## src/rtl/phseq_pkg.sv

```systemverilog
package phseq_pkg;
   localparam int NUM_PHASES = 12;

   typedef enum int {
      PH_PRECHARGE = 0,
      PH_DECIDE_FIRST = 1,
      PH_DECIDE_LAST = 9,
      PH_CAPTURE = 10,
      PH_CLEAR = 11
   } phase_role_e;

   function automatic logic [31:0] clamp_width(input logic [31:0] w);
      return (w == 32'd0) ? 32'd1 : w;
   endfunction
endpackage

```

## src/rtl/phseq_cell.sv

```systemverilog
module phseq_cell #(
   parameter int W_BITS = 8
) (
   input  logic              clk,
   input  logic              rst_n,
   input  logic              trig,
   input  logic [W_BITS-1:0] width,
   output logic              pulse,
   output logic              last
);
   logic              trig_q;
   logic [W_BITS-1:0] cnt;
   logic              fire;
   logic              armed;

   initial begin
      assert (W_BITS >= 1) else $error("phseq_cell: W_BITS must be at least 1");
   end

   assign fire = trig && !trig_q;
   assign last = pulse && (cnt == '0);

   always_ff @(posedge clk) begin
      if (!rst_n) begin
         trig_q <= 1'b0;
         pulse  <= 1'b0;
         cnt    <= '0;
      end else begin
         trig_q <= trig;
         if (fire) begin
            pulse <= 1'b1;
            cnt   <= width - 1'b1;
         end else if (pulse) begin
            if (cnt == '0) pulse <= 1'b0;
            else cnt <= cnt - 1'b1;
         end
      end
   end

   always_ff @(posedge clk) armed <= rst_n;

   assert_hold_R3: assert property (@(posedge clk) disable iff (!rst_n || !armed)
      (pulse && cnt != '0) |=> pulse);
   assert_end_R3: assert property (@(posedge clk) disable iff (!rst_n || !armed)
      (last && !fire) |=> !pulse);
   assert_level_R5: assert property (@(posedge clk) disable iff (!rst_n || !armed)
      (trig && trig_q && !pulse) |=> !pulse);
endmodule

```

## src/rtl/phseq_admit.sv

```systemverilog
module phseq_admit
   import phseq_pkg::*;
#(
   parameter int W_BITS = 8
) (
   input  logic              clk,
   input  logic              rst_n,
   input  logic              sample,
   input  logic [W_BITS-1:0] width,
   input  logic              busy,
   output logic              go,
   output logic [W_BITS-1:0] width_use,
   output logic              overrun
);
   logic              sample_q;
   logic              rise;
   logic [W_BITS-1:0] width_lat;
   logic [W_BITS-1:0] width_clamped;
   logic              armed;

   assign rise          = sample && !sample_q;
   assign go            = rise && !busy;
   assign width_clamped = W_BITS'(clamp_width(32'(width)));
   assign width_use     = go ? width_clamped : width_lat;

   always_ff @(posedge clk) begin
      if (!rst_n) begin
         sample_q  <= 1'b0;
         width_lat <= W_BITS'(1);
         overrun   <= 1'b0;
      end else begin
         sample_q <= sample;
         if (go) begin
            width_lat <= width_clamped;
            overrun   <= 1'b0;
         end else if (rise && busy) begin
            overrun <= 1'b1;
         end
      end
   end

   always_ff @(posedge clk) armed <= rst_n;

   assert_reject_R7: assert property (@(posedge clk) disable iff (!rst_n || !armed)
      (rise && busy) |=> overrun);
   assert_clear_R8: assert property (@(posedge clk) disable iff (!rst_n || !armed)
      go |=> !overrun);
   assert_sticky_R8: assert property (@(posedge clk) disable iff (!rst_n || !armed)
      (overrun && !go) |=> overrun);
   assert_width_R4: assert property (@(posedge clk) disable iff (!rst_n || !armed)
      (width_use != '0));
endmodule

```

## src/rtl/phseq_frame.sv

```systemverilog
module phseq_frame
   import phseq_pkg::*;
#(
   parameter int W_BITS = 8
) (
   input  logic                  clk,
   input  logic                  rst_n,
   input  logic                  sample,
   input  logic [W_BITS-1:0]     width,
   output logic [NUM_PHASES-1:0] phase,
   output logic                  busy,
   output logic                  overrun
);
   localparam int LAST_IDX = NUM_PHASES - 1;

   logic              go;
   logic [W_BITS-1:0] width_use;
   logic [NUM_PHASES-1:0] cell_last;
   logic [NUM_PHASES-1:0] cell_trig;
   logic              armed;

   initial begin
      assert (NUM_PHASES == 12) else $error("phseq_frame: frame must have twelve phases");
      assert (W_BITS >= 1 && W_BITS <= 32) else $error("phseq_frame: W_BITS out of range");
   end

   assign busy = |phase;

   phseq_admit #(.W_BITS(W_BITS)) u_admit (
      .clk       (clk),
      .rst_n     (rst_n),
      .sample    (sample),
      .width     (width),
      .busy      (busy),
      .go        (go),
      .width_use (width_use),
      .overrun   (overrun)
   );

   for (genvar k = 0; k < NUM_PHASES; k++) begin : g_cell
      if (k == 0) begin : g_head
         assign cell_trig[k] = go;
      end else begin : g_link
         assign cell_trig[k] = cell_last[k-1];
      end

      phseq_cell #(.W_BITS(W_BITS)) u_cell (
         .clk   (clk),
         .rst_n (rst_n),
         .trig  (cell_trig[k]),
         .width (width_use),
         .pulse (phase[k]),
         .last  (cell_last[k])
      );
   end

   always_ff @(posedge clk) armed <= rst_n;

   assert_onehot_R2: assert property (@(posedge clk) disable iff (!rst_n || !armed)
      $onehot0(phase));
   assert_start_R3: assert property (@(posedge clk) disable iff (!rst_n || !armed)
      $rose(phase[0]) |-> $past(go));
   assert_idle_R10: assert property (@(posedge clk) disable iff (!rst_n || !armed)
      (!busy && !go) |=> (phase == '0));

   for (genvar k = 0; k < LAST_IDX; k++) begin : g_chk
      assert_handoff_R3: assert property (@(posedge clk) disable iff (!rst_n || !armed)
         $fell(phase[k]) |-> phase[k+1]);
      assert_order_R1: assert property (@(posedge clk) disable iff (!rst_n || !armed)
         $rose(phase[k+1]) |-> $past(phase[k]));
   end
endmodule

```

## config.mk

```make
export PLATFORM = sky130hd
export DESIGN_NAME = phseq_frame
export DESIGN_NICKNAME = d
export VERILOG_FILES = /design/src/rtl/phseq_pkg.sv /design/src/rtl/phseq_cell.sv /design/src/rtl/phseq_admit.sv /design/src/rtl/phseq_frame.sv
export SDC_FILE = /design/constraint.sdc
export NUM_CORES = 1
export LEC_CHECK = 0
export CAP_MARGIN = 10
export CELL_PAD_IN_SITES_DETAIL_PLACEMENT = 1
export CELL_PAD_IN_SITES_GLOBAL_PLACEMENT = 1
export CORE_ASPECT_RATIO = 1.75
export CORE_MARGIN = 4
export CORE_UTILIZATION = 53
export DETAILED_ROUTE_END_ITERATION = 12
export DONT_BUFFER_PORTS = 1
export MAX_ROUTING_LAYER = met4
export PLACE_DENSITY = 0.85
export REMOVE_ABC_BUFFERS = 1
export SETUP_SLACK_MARGIN = 0.2
export SLEW_MARGIN = 10
export SYNTH_ARGS = -nofsm -noshare
export SYNTH_HDL_FRONTEND = slang
export SYNTH_SLANG_ARGS = --single-unit
```

## constraint.sdc

```tcl
create_clock -name clk -period 8.45 [get_ports clk]
set_input_delay 1.69 -clock clk [delete_from_list [all_inputs] [get_ports clk]]
set_output_delay 1.69 -clock clk [all_outputs]
set_load 0.005 [all_outputs]
```

==> metrics.yaml <==
seq_area_frac_synth_pct: 35.8
ant_nets: 0
grt_max_degree: 59
route.detailed.drc: 0
holdBufCountCts: 0
endpoint_kind: "flip-flop"
path_max_fanout: 13
slew_headroom_pct: 27.8
synth_area_leaders: "dfxtp_1, xnor2_1, nor2_1"
worstPathRequired_ps: 8810
synth_top_area_cell: "dfxtp_1"
hold_path.class: "reg -> reg"
cts_made_buffers: 17
max-cap-violations: 0
critPathMaxStageDelay_ps: 530
clk_pin_slew_ps: 60
vias: 6509
postSynthCellCount: 846
hold_viol: 0
drive_gt1_share_pct: 10.3
p_per_area_nw_per_um2: 233
grt_first_pass_wirelength_um: 35500
fin_crit_sh_pct: 52.7
die_h_um: 163
die-area_um2: 15700
antenna_found_initial: 0
yosysWarnings: 0
crit_chain: "nor2b_1 -> and4_1 -> mux2i_1 -> buf_4 -> ha_1 -> nand3_1 -> xor2_1 -> mux2i_1 -> buf_4 -> o211a_1"
period_minus_slack_ps: 4460
h-tree-depth: 4
wirelength_um: 21900
n_antenna_cell: 0
tightest_slew_ps: 1070
fin_nets: 837
grt_pass1_vias: 7047
ys_ff_latch: 130
async_flop_share_pct: 0
synth_common_cells: "dfxtp_1, nor2_1, nand2_1"
dp_hpwl_um: 14600
fp-row-count: 56
finalSetupViolCount: 0
wire_per_inst_um: 21.9
critPathKind: "in -> reg"
port_buffers: 0
fin_skew_ps: 8.57
cts-resized-gates: 0
rsz0062_at_grt: "false"
mappedNetlistArea_um2: 7270
grt_usage_pct: 30.0
synth-edff-count: 0
start_util_pct: 54.1
gr-total-overflow: 0
crit_path_start_kind: "input port"
core-area_um2: 13500
max_freq_mhz: 224
fp.dieW_um: 96.5
place.gp.congestion: 0.907
synth.most_common_cell: "dfxtp_1"
syn_area_per_cell_um2: 8.60
cts_tree: "built"
synth_cell_type_count: 67
viasPerCell: 6.52
synth_top_area_share_pct: 35.8
syn2layout_area_growth_pct: 8.33
cts_sinks: 130
report.final.slew_viol_count: 0
critPathSlowestCell: "ha_1"
clock_latency_ps: 420
dr.pass1.iters: 4
cts_setup_buffers: 0
cp.arrival_ps: 4820
status: "completed"
tns_ps: 0
total_power_mw: 1.83
p_leak_nw: 3.19
synthFlopType: "dfxtp_1"
cts-root-buf: "clkbuf_16"
io_pins: 25
drt_iter0_markers: 272
ir_worst_vdd_uv: 163
cts_max_path_buffers: 2
[stage by stage]
step	instance area [um2]	cells	hold WS [ps]	setup WS [ps]	util [%]
finish	7880	999	498	3990	58.6
global route	7880	999	516	3770	58.6
floorplan	6990	788	446	3900	-
global placement	7250	967	480	3850	53.9
detailed placement	7250	967	490	3630	53.9
CTS	7870	999	501	4000	58.5
[critical path: cells and delay by family]
kind,cells,cell delay [ps]
and+or+nand+nor,3,970
muxes,2,680
buffers and inverters,2,550
adders and majority gates,1,530
xor gates and xnor gates,1,200
AOI/OAI and AO/OA,1,180
[registers in the layout (all words and copies together), names as in the netlist]
name / cells
g_cell.u_cell.cnt: 96
g_cell.u_cell.pulse: 12
g_cell.u_cell.trig_q: 12
u_admit.overrun: 1
u_admit.sample_q: 1
u_admit.width_lat: 8
[power by group]
| part | switching [mW] | internal [mW] | total (mW) |
|---|---|---|---|
| logic | 0.229 | 0.118 | 0.347 |
| clock network | 0.272 | 0.521 | 0.793 |
| registers | 0.0435 | 0.649 | 0.692 |
| total | 0.544 | 1.29 | 1.83 |
[cell families (layout without fill, tap and decap cells)]
group / Yosys count / after routing / share of synthesized area [%]
buf+inv: 92 / 71 / 5.63
mux: 26 / 26 / 3.85
flops: 130 / 130 / 35.8
fa+ha+maj: 14 / 14 / 2.41
xor+xnor: 67 / 67 / 8.07
compound gates: 187 / 187 / 19.5
simple gates: 330 / 330 / 24.7
[layout by cell type, fill, tap and decap left out, types with 5 or more instances in the layout]
master	instances
a21oi_1	27
xor2_1	29
buf_4	5
nor4_1	21
o211ai_1	14
xnor2_1	38
clkbuf_16	17
nor2b_1	8
dfxtp_1	130
nor3_1	30
nand2_1	68
bufinv_16	5
o31ai_1	5
mux2i_1	10
or4_1	22
o21ai_0	18
nand4_1	6
nor3b_1	6
or3_1	14
o211a_1	27
or2_2	5
nand3_1	20
inv_1	33
nor2_1	80
a211oi_1	38
o22ai_1	11
o21a_1	8
nor4bb_1	5
mux2_2	16
ha_1	14
or3b_2	5
or4b_2	7
[layer usage]
layer | global-route usage [%] | part of all wire (%)
met1 | 30.1 | 37
met2 | 52.9 | 54
met3 | 5.73 | 5.0
met4 | 16.6 | 4.6
met5 | - | 0
[final cells by class]
| cell class | instances | area [um2] |
|---|---|---|
| Fill cell | 1613 | 5580 |
| Multi-Input combinational cell | 624 | 4270 |
| Sequential cell | 130 | 2600 |
| Clock buffer | 21 | 440 |
| Tap cell | 174 | 218 |
| Clock inverter | 11 | 185 |
| Inverter | 34 | 128 |
| Timing Repair Buffer | 5 | 37.5 |
[final timing paths]
path         cells after the start  slack, ps                              start                              endpoint
max reg2reg                     10       4290  g_cell[5].u_cell.pulse$_SDFF_PN0_  g_cell[0].u_cell.cnt[6]$_SDFFE_PN0P_
min                              2        500    u_admit.width_lat[7]$_SDFF_PN0_       u_admit.width_lat[7]$_SDFF_PN0_
min reg2reg                      2        500    u_admit.width_lat[7]$_SDFF_PN0_       u_admit.width_lat[7]$_SDFF_PN0_
max                             10       3990                             sample  g_cell[0].u_cell.cnt[6]$_SDFFE_PN0P_
Note: power is estimated with default switching activity, not from simulation.
